**config.mk**
```make
export PLATFORM = sky130hd
export DESIGN_NAME = armed_level_trigger
export DESIGN_NICKNAME = d
export VERILOG_FILES = /design/src/rtl/alt_pkg.sv /design/src/rtl/alt_datapath.sv /design/src/rtl/alt_control.sv /design/src/rtl/armed_level_trigger.sv
export SDC_FILE = /design/constraint.sdc
export NUM_CORES = 1
export LEC_CHECK = 0
export ABC_AREA = 1
export BUFFER_PORTS_ARGS = -buffer_cell sky130_fd_sc_hd__buf_4
export CELL_PAD_IN_SITES_DETAIL_PLACEMENT = 0
export CELL_PAD_IN_SITES_GLOBAL_PLACEMENT = 1
export CORE_MARGIN = 8
export CORE_UTILIZATION = 32
export DETAILED_ROUTE_END_ITERATION = 12
export PLACE_DENSITY_LB_ADDON = 0.1
export SYNTH_ARGS = -nofsm -noshare
export SYNTH_HDL_FRONTEND = slang
export SYNTH_SLANG_ARGS = --single-unit
export TNS_END_PERCENT = 30
```
**constraint.sdc**
```tcl
create_clock -name clk -period 1.4 [get_ports clk]
set_input_delay 0.07 -clock clk [delete_from_list [all_inputs] [get_ports clk]]
set_output_delay 0.07 -clock clk [all_outputs]
set_load 0.01 [all_outputs]
```
**src/rtl/alt_pkg.sv**
```systemverilog
package alt_pkg;
  typedef struct packed {
    logic loadCfg;
    logic sampleTake;
  } ctrlStrobeT;
endpackage

```
**src/rtl/alt_datapath.sv**
```systemverilog
module alt_datapath
  import alt_pkg::*;
#(
  parameter int SampleW = 8,
  parameter int TapW = 7,
  parameter logic [SampleW-1:0] DefTrig = 8'h90,
  parameter logic [SampleW-1:0] DefArm = 8'h70,
  parameter int Taps0 = 68,
  parameter int Taps1 = 45,
  parameter int Taps2 = 28
) (
  input  logic                 clk,
  input  logic                 rst_n,
  input  ctrlStrobeT           strobes,
  input  logic [2*SampleW-1:0] cfgWord,
  input  logic [SampleW-1:0]   sample,
  output logic                 armHit,
  output logic                 fireHit,
  output logic [TapW-1:0]      tapLen
);
  localparam int CfgW = 2 * SampleW;
  localparam logic [SampleW-1:0] LowMask = {{(SampleW-2){1'b1}}, 2'b00};

  logic [SampleW-1:0] trigLevel;
  logic [SampleW-1:0] armLevel;
  logic [1:0]         filtSel;

  always_ff @(posedge clk) begin
    if (!rst_n) begin
      trigLevel <= DefTrig & LowMask;
      armLevel  <= DefArm & LowMask;
      filtSel   <= 2'd0;
    end else if (strobes.loadCfg) begin
      trigLevel <= cfgWord[CfgW-1:SampleW] & LowMask;
      armLevel  <= cfgWord[SampleW-1:0] & LowMask;
      filtSel   <= cfgWord[1:0];
    end
  end

  always_comb begin
    armHit  = strobes.sampleTake && (sample <= armLevel);
    fireHit = strobes.sampleTake && (sample >= trigLevel);
  end

  always_comb begin
    unique case (filtSel)
      2'd1:    tapLen = TapW'(Taps1);
      2'd2:    tapLen = TapW'(Taps2);
      default: tapLen = TapW'(Taps0);
    endcase
  end

  // decode follows the loaded selector, with selector 3 wrapping to 0
  a_r7_sel3_wraps: assert property (@(posedge clk) disable iff (!rst_n)
    $past(strobes.loadCfg) && ($past(cfgWord[1:0]) == 2'd3) |-> tapLen == TapW'(Taps0));
  a_r7_sel2: assert property (@(posedge clk) disable iff (!rst_n)
    $past(strobes.loadCfg) && ($past(cfgWord[1:0]) == 2'd2) |-> tapLen == TapW'(Taps2));
endmodule

```
**src/rtl/alt_control.sv**
```systemverilog
module alt_control
  import alt_pkg::*;
(
  input  logic       clk,
  input  logic       rst_n,
  input  logic       cfgWrite,
  input  logic       sampleValid,
  input  logic       armHit,
  input  logic       fireHit,
  output ctrlStrobeT strobes,
  output logic       armed,
  output logic       trigPulse
);
  always_comb begin
    strobes.loadCfg    = cfgWrite;
    strobes.sampleTake = sampleValid && !cfgWrite;
  end

  always_ff @(posedge clk) begin
    if (!rst_n) begin
      armed     <= 1'b0;
      trigPulse <= 1'b0;
    end else begin
      trigPulse <= 1'b0;
      if (cfgWrite) begin
        armed <= 1'b0;
      end else if (armed && fireHit) begin
        armed     <= 1'b0;
        trigPulse <= 1'b1;
      end else if (!armed && armHit) begin
        armed <= 1'b1;
      end
    end
  end

  // a pulse follows an armed cycle, leaves the block disarmed, and lasts one cycle
  a_r3_pulse_needs_arm: assert property (@(posedge clk) disable iff (!rst_n)
    trigPulse |-> $past(armed));
  a_r3_pulse_disarms: assert property (@(posedge clk) disable iff (!rst_n)
    trigPulse |-> !armed);
  a_r3_single_cycle: assert property (@(posedge clk) disable iff (!rst_n)
    trigPulse |=> !trigPulse);
  // a configuration write leaves the block disarmed
  a_r8_cfg_disarms: assert property (@(posedge clk) disable iff (!rst_n)
    cfgWrite |=> !armed && !trigPulse);
  // without a valid sample nothing changes
  a_r9_idle_stable: assert property (@(posedge clk) disable iff (!rst_n)
    !sampleValid && !cfgWrite |=> $stable(armed) && !trigPulse);
endmodule

```
**src/rtl/armed_level_trigger.sv**
```systemverilog
module armed_level_trigger
  import alt_pkg::*;
#(
  parameter int SampleW = 8,
  parameter int TapW = 7,
  parameter int Taps0 = 68,
  parameter int Taps1 = 45,
  parameter int Taps2 = 28
) (
  input  logic                 clk,
  input  logic                 rst_n,
  input  logic                 cfgWrite,
  input  logic [2*SampleW-1:0] cfgWord,
  input  logic                 sampleValid,
  input  logic [SampleW-1:0]   sample,
  output logic                 armed,
  output logic                 trigPulse,
  output logic [TapW-1:0]      tapLen
);
  ctrlStrobeT strobes;
  logic armHit;
  logic fireHit;

  alt_control u_ctrl (
    .clk(clk), .rst_n(rst_n), .cfgWrite(cfgWrite), .sampleValid(sampleValid),
    .armHit(armHit), .fireHit(fireHit), .strobes(strobes),
    .armed(armed), .trigPulse(trigPulse)
  );

  alt_datapath #(
    .SampleW(SampleW), .TapW(TapW),
    .DefTrig(SampleW'(8'h90)), .DefArm(SampleW'(8'h70)),
    .Taps0(Taps0), .Taps1(Taps1), .Taps2(Taps2)
  ) u_dp (
    .clk(clk), .rst_n(rst_n), .strobes(strobes), .cfgWord(cfgWord),
    .sample(sample), .armHit(armHit), .fireHit(fireHit), .tapLen(tapLen)
  );
endmodule

```
* Word-level counts from Yosys, hierarchy flattened *
Index checks and enable logic that the tools add are counted.

word-level totals
  register bits after elaboration = 16
  input bits = 28
  output and inout port bits = 9
  logic and storage cells = 21

operators by class
  $lt $le $gt $ge = 2
  equality and inequality tests = 2
  muxes and demuxes = 2
  bitwise gates (word level) = 1
  reduce and logical (&&, ||, !) cells = 9

operators by type and width
  kind                                                 count
  one-hot mux 7 bit (2 select lines)                   1
  >= comparator 8 bit                                  1
  <= comparator 8 bit                                  1
  logical AND 1 bit                                    5
  OR reduction 3 bit                                   1
  equality test 2 x 1 -> 1 bit, second input constant  1
  equality test 2 bit, second input constant           1
  zero test 1 bit                                      2
  OR reduction 2 bit                                   1
  two-way mux 1 bit                                    1
  NOT 1 bit                                            1

* Logic depth before layout (Yosys ltp) *
Gate-level depths: netlist (run 1).

  depth in word-level cells = 5
  gate-level depth with buffers = 10
  mapped depth without buffers = 10

* Hierarchy *
A second synthesis (run 1) with hierarchy kept.

second synthesis, totals
  cell total of the unflattened synthesis = 125
  area, all modules = 933.4 sq um

modules (own cells, without submodules)
  module        times used  cells each  area an instance (sq um)  seq. area each (sq um)
  alt_datapath  1           114         854.6                     280.3
  alt_control   1           11          78.8                      40.0

* Least setup slack after synthesis (run 1) *
Ideal clock, no wire load.

  kind = reg-to-reg
  from = register u_dp.armLevel[7]
  to = register u_ctrl.armed
  library setup time = 114 ps
  arrival time = 1085 ps
  required time = 1286 ps
  path slack = 202 ps
  cell stages (with the launch flop) = 10
  path buffers = 0
  period minus slack after synthesis = 1198 ps
  cell sequence = dfxtp_1 inv_1 ha_1 nand2_1 nor2_1 nand2_1 nand3_1 nand2_1 a21oi_1 nor2_1

between the ends
  word-level cells in the longest chain between the ends = 3

ends and longest elaborated chain
  element                   RTL line            RTL
  start: declaration        alt_datapath.sv:25  logic [SampleW-1:0] armLevel;
  start signal: assignment  alt_datapath.sv:31  armLevel <= DefArm & LowMask;
  start signal: assignment  alt_datapath.sv:35  armLevel <= cfgWord[SampleW-1:0] & LowMask;
  <= comparator 8 bit       alt_datapath.sv:41  armHit = strobes.sampleTake && (sample <= armLevel);
  logical AND 1 bit         alt_datapath.sv:41
  logical AND 1 bit         alt_control.sv:30   end else if (!armed && armHit) begin
  end signal: assignment    alt_control.sv:26   armed <= 1'b0;
  end signal: assignment    alt_control.sv:28   armed <= 1'b0;
  end signal: assignment    alt_control.sv:31   armed <= 1'b1;
  end: declaration          alt_control.sv:11   output logic armed,

Every way passes these cells.
A chain may end at the register's enable or synchronous reset.

* Final worst setup path (run 1) *
Same ends and word-level chain as after synthesis.

==> run_results.csv, run 1 <==
group,metric,value,unit
run_status,status,"completed",
timing,drv_slew,0,
cts,cts_root_buffer,"clkbuf_4",
final_layout,layout_commonest_cell,"buf_4",
final_layout,post-route-util,0.481,
yosys,synth_fp_nets,166,
yosys,ys_types,17,
place,port_buffers,32,
power,power.internal,0.786,mW
timing,hold_viol,0,
routing,drc,0,
global_route,grt_first_pass_wirelength,3510,um
timing,hold_slack,0.0545,ns
final_layout,nNetsFinal,205,
final_layout,stdcell_count,193,
global_route,grt_max_degree,18,
power,comb_power_share,0.258,
floorplan,core,2730,sq um
final_layout,final_cell_mix,"buf_4 (32), inv_1 (20), nand2_1 (17)",
setup_path,critPathSlowestCell,"dfxtp_1",
routing,drt_wl_total,2090,um
cts,h-tree-depth,1,
floorplan,rows,19,
floorplan,die_h,69.5,um
power,switching_share,0.272,
timing,max_freq,0.784,GHz
setup_path,regToRegSetupSlack,0.12,ns
floorplan,design.die.area,4820,sq um
timing,clock_skew,0.00430,ns
setup_path,r2r_end,"u_ctrl.armed",
setup_path,crit_path_cell_trace,"inv_1, ha_1, nand2_1, nor2_2, nand2_1, nand3_1, nand2_1, a21oi_2, nor2_1",
global_route,grt_overflow_total,0,
routing,avgViaCountPerCell,4.47,
setup_path,arrival,1.46,ns
final_layout,syn2layout_area_growth,43.9,%
setup_path,worstPathMaxFanout,2,
global_route,antenna_found_initial,0,
cts,cts_buffer_depth,2,
power,power_switching,0.293,mW
run,drv_cap,0,
final_layout,drive_gt1_frac,0.290,
setup_path,endpoint,"u_ctrl.armed",
setup_path,reg2reg_depth,9,
timing,min_period_over_period,0.912,
setup_path,startpoint_type,"flop",
place,place_ws,0.0967,ns
routing,dr.pass1.iters,4,
place,gp_congestion,0.756,
yosys,syn-mean-instance-area,7.38,sq um
setup_path,max_stage_delay,0.32,ns
routing,drt_iter0_drc,26,
yosys,syn_area,915,sq um
min_path,hold_start,"cfgWrite",
setup_path,end_kind,"flop",
cts,clock_latency,0.29,ns
place,dp.cells,182,
timing,finalSetupTns,0,ns
floorplan,ioPinCount,37,
cts,cts.sink_count,16,
power,ir_drop,0.612,mV
yosys,yosys_register_bits,16,
yosys,synthCells,124,
setup_path,crit_buf_inv,1,
timing,final-setup-viol-count,0,
floorplan,die_w,69.5,um
timing,setup_slack,0.124,ns
routing,wire_per_inst,10.8,um
power,power_leakage,0.673,nW
cts,numCtsBuffers,3,
yosys,seq_area_frac_synth,0.350,
place,dp_hpwl,1710,um
setup_path,cp_num_cells,9,
routing,route.vias.total,863,
floorplan,start_util,0.335,
cts,clkTransAtPathRegs,0.10,ns
power,pwr_density_cell,820,nW/um^2
setup_path,worstSetupStartpoint,"u_dp.armLevel[7]",
setup_path,crit_type,"flop to flop",
cts,cts_tree,"yes",
power,clkPwrFrac,0.285,
timing,period_needed,1.28,ns
global_route,grt_usage,0.0858,
power,pwr-share-seq,0.457,
setup_path,r2r_start,"u_dp.armLevel[7]",
setup_path,path_common_cell,"nand2_1",
global_route,grt_pass1_vias,809,
routing,ant_nets,0,
setup_path,crit_family,"simple AND/OR/NAND/NOR gates",
min_path,hp-class,"primary input to flop",
final_layout,fill_cells,283,
final_layout,diodes,0,
setup_path,crit_required,1.59,ns
yosys,ys.warnings.count,0,
-- stage by stage --
| step | total power [mW] | instance area (sq um) |
|---|---|---|
| global placement | 0.744 | 1160 |
| floorplan | 0.646 | 915 |
| finish | 1.08 | 1320 |
| global route | 1.16 | 1320 |
| CTS | 1.08 | 1260 |
| detailed placement | 0.752 | 1160 |
-- synthesized netlist by cell type --
master,count,share of area
conb_1,2,0.0082
dfxtp_1,16,0.35
a21o_1,1,0.0082
nor3_1,1,0.0055
nor2_1,11,0.045
inv_2,2,0.0082
nand2_1,17,0.070
nand4_1,1,0.0068
o21ai_1,1,0.0055
ha_1,14,0.19
o21ai_0,13,0.071
inv_1,21,0.086
nor2_2,1,0.0068
buf_2,1,0.0055
nand3_1,2,0.011
a21oi_1,16,0.088
buf_4,4,0.033
-- worst min-delay path by stage --
stage                             end  slack, ns  cells past startpoint
floorplan            u_dp.armLevel[4]       0.19                      2
global placement    u_dp.trigLevel[7]       0.28                      3
global route         u_dp.armLevel[3]       0.05                      3
finish               u_ctrl.trigPulse       0.05                      2
CTS                   u_dp.filtSel[1]       0.05                      3
detailed placement  u_dp.trigLevel[4]       0.29                      3
-- what timing repair did --
item	4_1_cts	5_1_grt
hold buffers	7	0
gates resized for setup	0	8
setup buffers	0	0
setup endpoints to repair	0	1
hold endpoints to repair	7	0
-- logic make-up after synthesis --
| group | count (synthesis) | share of synthesized area |
|---|---|---|
| and+or+nand+nor | 33 | 0.145 |
| AOI/OAI and AO/OA | 31 | 0.172 |
| buffers and inverters | 28 | 0.133 |
| DFF | 16 | 0.350 |
| adders and majority gates | 14 | 0.192 |
| other | 2 | 0.00821 |
-- per-layer routing --
layer | GRT usage | part of all wire
met5 | 0 | 0
met4 | 0.0205 | 0.0067
met3 | 0.0386 | 0.057
met2 | 0.142 | 0.48
met1 | 0.0975 | 0.46
-- area by class of cell --
| type | count | area [sq um] | share of cell area |
|---|---|---|---|
| inverters | 23 | 86.3 | 0.0656 |
| clock buffers | 4 | 36.3 | 0.0276 |
| multi-input cells | 80 | 524 | 0.398 |
| flip-flops and latches | 16 | 320 | 0.243 |
| repair buffers | 39 | 310 | 0.236 |
| well taps | 31 | 38.8 | 0.0295 |
-- power groups by stage --
stage / logic (mW) / clock network [mW] / registers [mW]
after global placement: 0.241 / 0 / 0.503
after floorplan: 0.144 / 0 / 0.502
after global routing: 0.319 / 0.345 / 0.496
after CTS: 0.265 / 0.322 / 0.493
after detailed placement: 0.248 / 0 / 0.504
final: 0.278 / 0.307 / 0.493
-- flip-flops by register name, indices dropped and copies added, names as in the netlist --
signal and flops:
u_dp.trigLevel 6, u_dp.filtSel 2, u_dp.armLevel 6, u_ctrl.armed 1, u_ctrl.trigPulse 1
-- worst reg2reg max path: stages, from the launching register on --
cell,delay [ns]
dfxtp_1,0.32
inv_1,0.05
ha_1,0.28
nand2_1,0.09
nor2_2,0.10
nand2_1,0.06
nand3_1,0.06
nand2_1,0.06
a21oi_2,0.11
nor2_1,0.05
Power figures use the tool's default switching activity.
==> run 2: changes to the inputs <==
--- a/config.mk
+++ b/config.mk
@@ -5,12 +5,11 @@
 export SDC_FILE = /design/constraint.sdc
 export NUM_CORES = 1
 export LEC_CHECK = 0
-export ABC_AREA = 1
-export BUFFER_PORTS_ARGS = -buffer_cell sky130_fd_sc_hd__buf_4
+export BUFFER_PORTS_ARGS = -buffer_cell sky130_fd_sc_hd__buf_2
 export CELL_PAD_IN_SITES_DETAIL_PLACEMENT = 0
 export CELL_PAD_IN_SITES_GLOBAL_PLACEMENT = 1
 export CORE_MARGIN = 8
-export CORE_UTILIZATION = 32
+export CORE_UTILIZATION = 34
 export DETAILED_ROUTE_END_ITERATION = 12
 export PLACE_DENSITY_LB_ADDON = 0.1
 export SYNTH_ARGS = -nofsm -noshare
==> constraint.sdc (replaced) <==
create_clock -name clk -period 1.2 [get_ports clk]
set_input_delay 0.06 -clock clk [delete_from_list [all_inputs] [get_ports clk]]
set_output_delay 0.06 -clock clk [all_outputs]
set_load 0.01 [all_outputs]
==> run 2 against run 1 <==
  * The flow now finishes with violations (setup timing)
  * Global-route usage is 0.47 points higher
  * Largest cell class unchanged
  * Clock skew is 0.0037 ns lower
  * Critical path type unchanged
  * Synthesized area is 4.5% higher
  * Power is 9.0% higher
  * Combinational power is 13% higher
==> run_results.csv, run 2 <==
group,metric,value,unit
setup_path,end_kind,"flop",
floorplan,core,2710,sq um
run_status,status,"finished, violations left",
timing,clock_skew,0.000618,ns
final_layout,drive_gt1_frac,0.468,
power,power_switching,0.330,mW
global_route,grt.met3_usage,0.0272,
run,drv_cap,0,
min_path,hold_start,"cfgWord[15]",
power,switching_share,0.280,
place,dp_hpwl,1780,um
global_route,grt_busiest_layer,"met2",
yosys,syn_area,956,sq um
yosys,yosys_register_bits,16,
timing,drv_slew,0,
cts,numCtsBuffers,3,
yosys,syn-mean-instance-area,9.19,sq um
timing,min_period_over_period,1.11,
routing,wire_per_inst,12.9,um
place,place_area,1170,sq um
yosys,ys_types,25,
yosys,ys.warnings.count,0,
power,comb_power_share,0.267,
setup_path,startpoint_type,"flop",
timing,hold_slack,0.00861,ns
min_path,hp-class,"primary input to flop",
global_route,grt_pass1_vias,807,
global_route,grt_overflow_total,0,
floorplan,design.die.area,4760,sq um
global_route,grt_max_degree,18,
routing,dr.pass1.iters,4,
power,pwr-share-seq,0.494,
routing,avgViaCountPerCell,4.78,
yosys,ys.flop_type,"dfxtp_1",
yosys,synth_top_area_cell,"dfxtp_1",
yosys,yosysTopAreaCellShare,0.335,
final_layout,final_cell_mix,"buf_2 (31), nor2b_1 (10), inv_1 (9), mux2i_1 (9)",
yosys,seq_area_frac_synth,0.335,
yosys,synthCells,104,
yosys,yosys-top-cells-count,"dfxtp_1 (16), inv_1 (16), ha_1 (14), nor2b_1 (10)",
global_route,antenna_found_initial,0,
final_layout,syn2layout_area_growth,39.7,%
setup_path,crit_buf_inv,1,
power,clkPwrFrac,0.239,
routing,ant_nets,0,
setup_path,r2r_end,"u_ctrl.trigPulse",
setup_path,arrival,1.56,ns
final_layout,layout_commonest_cell,"buf_2",
final_layout,nNetsFinal,185,
yosys,synth_fp_nets,146,
place,gp_congestion,0.695,
setup_path,r2r_start,"u_dp.trigLevel[3]",
final_layout,fin_area,1340,sq um
routing,drt_iter0_drc,21,
setup_path,max_stage_delay,0.35,ns
timing,final-setup-viol-count,2,
place,port_buffers,32,
yosys,synth.top_cells.by_area,"dfxtp_1 (34%), ha_1 (18%), mux2i_1 (9.4%)",
final_layout,stdcell_count,172,
timing,rsz0062_at_grt,"yes",
timing,period_needed,1.33,ns
power,ir_drop,0.562,mV
min_path,whs_endpoint,"u_dp.trigLevel[7]",
power,pwr_density_cell,881,nW/um^2
global_route,grt_usage,0.0905,
setup_path,worstPathMaxFanout,2,
setup_path,crit_path_cell_trace,"inv_2, ha_4, nand2b_1, a311oi_2, o211a_1, and3b_1",
floorplan,ioPinCount,37,
setup_path,cp_num_cells,6,
yosys,synth_async_sr_flop_share,0,
global_route,grt_use_met2,0.147,
cts,cts_buffer_depth,2,
floorplan,die_w,69.0,um
global_route,grt_first_pass_wirelength,3650,um
final_layout,diodes,0,
setup_path,regToRegSetupSlack,-0.13,ns
run_status,failed_checks,"setup timing",
cts,cts_tree,"yes",
place,dp.cells,166,
timing,setup_slack,-0.132,ns
floorplan,rows,19,
timing,max_freq,0.751,GHz
setup_path,reg2reg_depth,6,
global_route,grt_util_met1,0.106,
floorplan,die_h,69.0,um
cts,h-tree-depth,1,
cts,cts_root_buffer,"clkbuf_4",
final_layout,reg_top3,"u_dp.armLevel (6), u_dp.trigLevel (6), u_dp.filtSel (2)",
floorplan,start_util,0.353,
timing,hold_viol,0,
yosys,synth_edf_count,0,
setup_path,crit_required,1.43,ns
routing,drt_wl_total,2210,um
setup_path,crit_type,"flop to flop",
setup_path,critPathSlowestCell,"dfxtp_2",
cts,clkTransAtPathRegs,0.09,ns
power,power.internal,0.846,mW
routing,route.vias.total,822,
routing,drc,0,
cts,clock_latency,0.28,ns
power,power_leakage,0.644,nW
setup_path,crit_family,"compound AO/OA/AOI/OAI gates",
min_path,min_path_cells,3,
cts,cts.sink_count,16,
==> run 2: cell types whose count changed after synthesis, sizes merged, moves of 2 or more <==
cell / before / now
a21oi: 16 / 3
nor2: 12 / 0
o21ai: 14 / 2
nor2b: 0 / 10
mux2i: 0 / 9
nand2: 17 / 9
inv: 23 / 16
o211ai: 0 / 5
nand3: 2 / 0
==> run 2: power groups by stage <==
stage | Clock, mW | Sequential [mW] | Combinational, mW
floorplan | 0 | 0.586 | 0.160
global placement | 0 | 0.587 | 0.262
detailed placement | 0 | 0.588 | 0.265
CTS | 0.298 | 0.580 | 0.294
global route | 0.315 | 0.585 | 0.355
finish | 0.281 | 0.581 | 0.314
==> run 2: logic make-up after synthesis <==
kind of cell,share of synthesized area
AO/OA/AOI/OAI,0.115
adder cells (fa/ha/maj),0.183
buffers and inverters,0.103
flip-flops,0.335
multiplexers,0.0942
other,0.00786
AND/OR/NAND/NOR,0.161
==> run 2: worst max path at each step <==
stage | startpoint | endpoint | slack [ns]
after detailed placement | u_dp.armLevel[7] | u_ctrl.armed | -0.22
after global routing | u_dp.armLevel[7] | u_ctrl.armed | -0.23
after CTS | u_dp.armLevel[4] | u_ctrl.armed | -0.14
after global placement | u_dp.armLevel[7] | u_ctrl.armed | -0.24
after floorplan | u_dp.trigLevel[3] | u_ctrl.trigPulse | -0.09
final | u_dp.trigLevel[3] | u_ctrl.trigPulse | -0.13
==> run 2: cell type report <==
cell class	instances	area, sq um
fillers	271	1380
multi-input cells	66	637
flip-flops and latches	16	330
repair buffers	40	246
inverters	16	60.1
well taps	31	38.8
clock buffers	3	22.5
==> run 2: worst min-delay path, cell delays in order <==
cell and delay, ns:
buf_2 0.08, nand2_1 0.05, o211ai_1 0.07
==> run 2: repair_timing <==
action                                 4_1_cts  5_1_grt
gates resized for setup                     14       11
hold buffers                                 3        0
endpoints found under the hold margin        3        0
setup endpoints to repair                    4        4
setup buffers                                0        0
pin swaps                                    6        8
==> run 2: through the flow <==
stage	TNS (ns)	util	setup WS (ns)	total power, mW
floorplan	-0.153	-	-0.0880	0.746
global route	-0.433	0.493	-0.234	1.25
finish	-0.241	0.493	-0.132	1.18
CTS	-0.281	0.472	-0.142	1.17
global placement	-0.385	0.431	-0.243	0.849
detailed placement	-0.369	0.431	-0.217	0.853
==> run 2: metal layers <==
layer / wire length, um / share of wire
met4: 25 / 0.011
met5: 0 / 0
met2: 1080 / 0.49
met3: 115 / 0.052
met1: 987 / 0.45
==> run 3: changes to the inputs <==
--- a/config.mk
+++ b/config.mk
@@ -14,5 +14,6 @@
 export PLACE_DENSITY_LB_ADDON = 0.1
 export SYNTH_ARGS = -nofsm -noshare
 export SYNTH_HDL_FRONTEND = slang
+export SYNTH_HIERARCHICAL = 1
 export SYNTH_SLANG_ARGS = --single-unit
 export TNS_END_PERCENT = 30
==> run 3 against run 2 <==
  * The flow still finishes with violations (setup timing)
  * Clock power is 27% higher
  * Sequential power hardly changed
  * Cell count is 5.2% higher
  * Power is 7.1% higher
  * First-iteration DRC count is 48% higher
  * Flip-flop and latch count stayed put
  * Synthesized cell count is 2.9% higher
  * Sequential share of layout area is 0.69 points lower
  * Via count is 1.3% higher
  * Synthesized area is 1.4% higher
==> run_results.csv, run 3 <==
group,metric,value,unit
run_status,status,"finished, violations left",
run_status,failed_checks,"setup timing",
global_route,grt_first_pass_wirelength,3780,um
setup_path,reg2reg_depth,8,
run,drv_cap,0,
setup_path,crit_required,1.42,ns
timing,rsz0062_at_grt,"yes",
setup_path,crit_type,"flop to flop",
min_path,whs_endpoint,"u_dp/filtSel[0]",
floorplan,rows,19,
final_layout,reg_top3,"u_dp/armLevel (6), u_dp/trigLevel (6), u_dp/filtSel (2)",
setup_path,r2r_start,"u_dp/trigLevel[3]",
floorplan,start_util,0.355,
power,power_leakage,0.681,nW
timing,hold_slack,0.0311,ns
cts,clock_latency,0.28,ns
global_route,grt_max_degree,21,
yosys,syn-mean-instance-area,9.06,sq um
yosys,synth_edf_count,0,
timing,period_needed,1.43,ns
setup_path,end_kind,"flop",
cts,cts_buffer_depth,2,
global_route,antenna_found_initial,0,
global_route,grt_overflow_total,0,
floorplan,ioPinCount,37,
final_layout,drive_gt1_frac,0.447,
cts,post_cts_buffers,0,
power,power,1.26,mW
place,gp_congestion,0.762,
timing,drv_slew,0,
yosys,synth_async_sr_flop_share,0,
final_layout,final_cell_mix,"buf_2 (31), dfxtp_1 (11), inv_1 (11)",
floorplan,design.die.area,4820,sq um
final_layout,diodes,0,
routing,drc,0,
routing,dr.pass1.iters,4,
yosys,synthCells,107,
routing,drt_iter0_drc,31,
yosys,yosysTopAreaCellShare,0.330,
min_path,hold_start,"cfgWord[0]",
floorplan,die_w,69.4,um
yosys,syn_area,970,sq um
setup_path,arrival,1.65,ns
yosys,ys_types,25,
routing,avgViaCountPerCell,4.60,
timing,max_freq,0.702,GHz
min_path,min_path_cells,3,
yosys,ys.flop_type,"dfxtp_1",
cts,cts_tree,"yes",
final_layout,syn2layout_area_growth,40.0,%
setup_path,r2r_end,"u_ctrl/armed",
setup_path,critPathSlowestCell,"dfxtp_2",
timing,final-setup-viol-count,2,
cts,clkTransAtPathRegs,0.10,ns
cts,cts_root_buffer,"clkbuf_4",
timing,hold_viol,0,
yosys,yosys_register_bits,16,
yosys,seq_area_frac_synth,0.330,
cts,h-tree-depth,1,
yosys,synth_fp_nets,149,
yosys,ys.warnings.count,6,
timing,setup_slack,-0.225,ns
timing,min_period_over_period,1.19,
floorplan,core,2730,sq um
setup_path,regToRegSetupSlack,-0.23,ns
yosys,synth_top_area_cell,"dfxtp_1",
routing,route.vias.total,833,
setup_path,crit_buf_inv,1,
place,port_buffers,32,
setup_path,worstPathMaxFanout,2,
global_route,grt_usage,0.0927,
routing,drt_wl_total,2290,um
place,dp_hpwl,1720,um
final_layout,nNetsFinal,193,
yosys,yosys-top-cells-count,"dfxtp_1 (16), inv_1 (16), ha_1 (14), mux2i_1 (9), nor2b_1 (9)",
setup_path,startpoint_type,"flop",
setup_path,crit_family,"simple AND/OR/NAND/NOR gates",
routing,ant_nets,0,
final_layout,fill_cells,274,
min_path,hp-class,"primary input to flop",
floorplan,die_h,69.4,um
final_layout,post-route-util,0.497,
setup_path,crit_path_cell_trace,"inv_2, ha_4, nor2b_4, a311oi_2, nor3_1, o21a_1, nand2_1, nor3b_2",
timing,clock_skew,0.00316,ns
power,ir_drop,0.560,mV
cts,numCtsBuffers,3,
global_route,grt_pass1_vias,883,
power,pwr_density_cell,928,nW/um^2
routing,wire_per_inst,12.7,um
cts,cts.sink_count,16,
yosys,synth.top_cells.by_area,"dfxtp_1 (33%), ha_1 (18%), mux2i_1 (9.3%)",
final_layout,layout_commonest_cell,"buf_2",
setup_path,max_stage_delay,0.34,ns
## run 3: worst max-delay path by stage
| stage | endpoint | slack, ns | start | cells past startpoint |
|---|---|---|---|---|
| floorplan | u_ctrl/armed | -0.20 | u_dp/trigLevel[3] | 8 |
| global placement | u_ctrl/armed | -0.27 | u_dp/trigLevel[3] | 8 |
| finish | u_ctrl/armed | -0.23 | u_dp/trigLevel[3] | 8 |
| global route | u_ctrl/armed | -0.29 | u_dp/trigLevel[5] | 7 |
| detailed placement | u_ctrl/armed | -0.31 | u_dp/trigLevel[3] | 8 |
| CTS | u_ctrl/armed | -0.27 | u_dp/trigLevel[3] | 8 |
## run 3: final cells by class
| type | instances | area [sq um] | share of cell area |
|---|---|---|---|
| well taps | 31 | 38.8 | 0.0286 |
| multi-input cells | 68 | 612 | 0.451 |
| inverters | 16 | 60.1 | 0.0442 |
| repair buffers | 46 | 284 | 0.209 |
| flip-flops and latches | 16 | 327 | 0.241 |
| clock buffers | 4 | 36.3 | 0.0267 |
## run 3: cell families (layout without fill, tap and decap cells)
logic type	count (synthesis)	in the layout	share of synthesized area
adders and majority gates	14	14	0.181
other	2	2	0.00774
muxes	9	9	0.0929
AOI/OAI and AO/OA	15	15	0.103
buffers and inverters	23	66	0.110
and+or+nand+nor	28	28	0.175
DFF	16	16	0.330
## run 3: power breakdown
group	internal [mW]	switching, mW
Clock	0.184	0.173
Sequential	0.563	0.0159
Combinational	0.176	0.147
Total	0.924	0.336
## run 3: metrics by stage
stage | setup WS (ns) | std cells | TNS, ns | cell area, sq um
floorplan | -0.202 | 107 | -0.347 | 970
global placement | -0.271 | 172 | -0.506 | 1190
detailed placement | -0.307 | 172 | -0.554 | 1190
CTS | -0.269 | 181 | -0.473 | 1310
global route | -0.291 | 181 | -0.496 | 1360
finish | -0.225 | 181 | -0.391 | 1360
## run 3: what timing repair did
item | CTS | global route
endpoints found under the setup margin | 4 | 5
hold endpoints to repair | 5 | 0
hold buffers | 5 | 0
pin swaps | 2 | 4
gates resized for setup | 7 | 14
## run 3: worst reg2reg max path: cells and delay by family (launching register included)
kind,cells,cell delay (ns)
AND/OR/NAND/NOR,4,0.40
AO/OA/AOI/OAI,2,0.36
flip-flops,1,0.34
adder cells (fa/ha/maj),1,0.21
buffers and inverters,1,0.04
## run 3: routing by layer
layer,global-route usage,share of wire
met1,0.113,0.44
met2,0.148,0.49
met3,0.0286,0.059
met4,0.0342,0.0083
met5,0,0
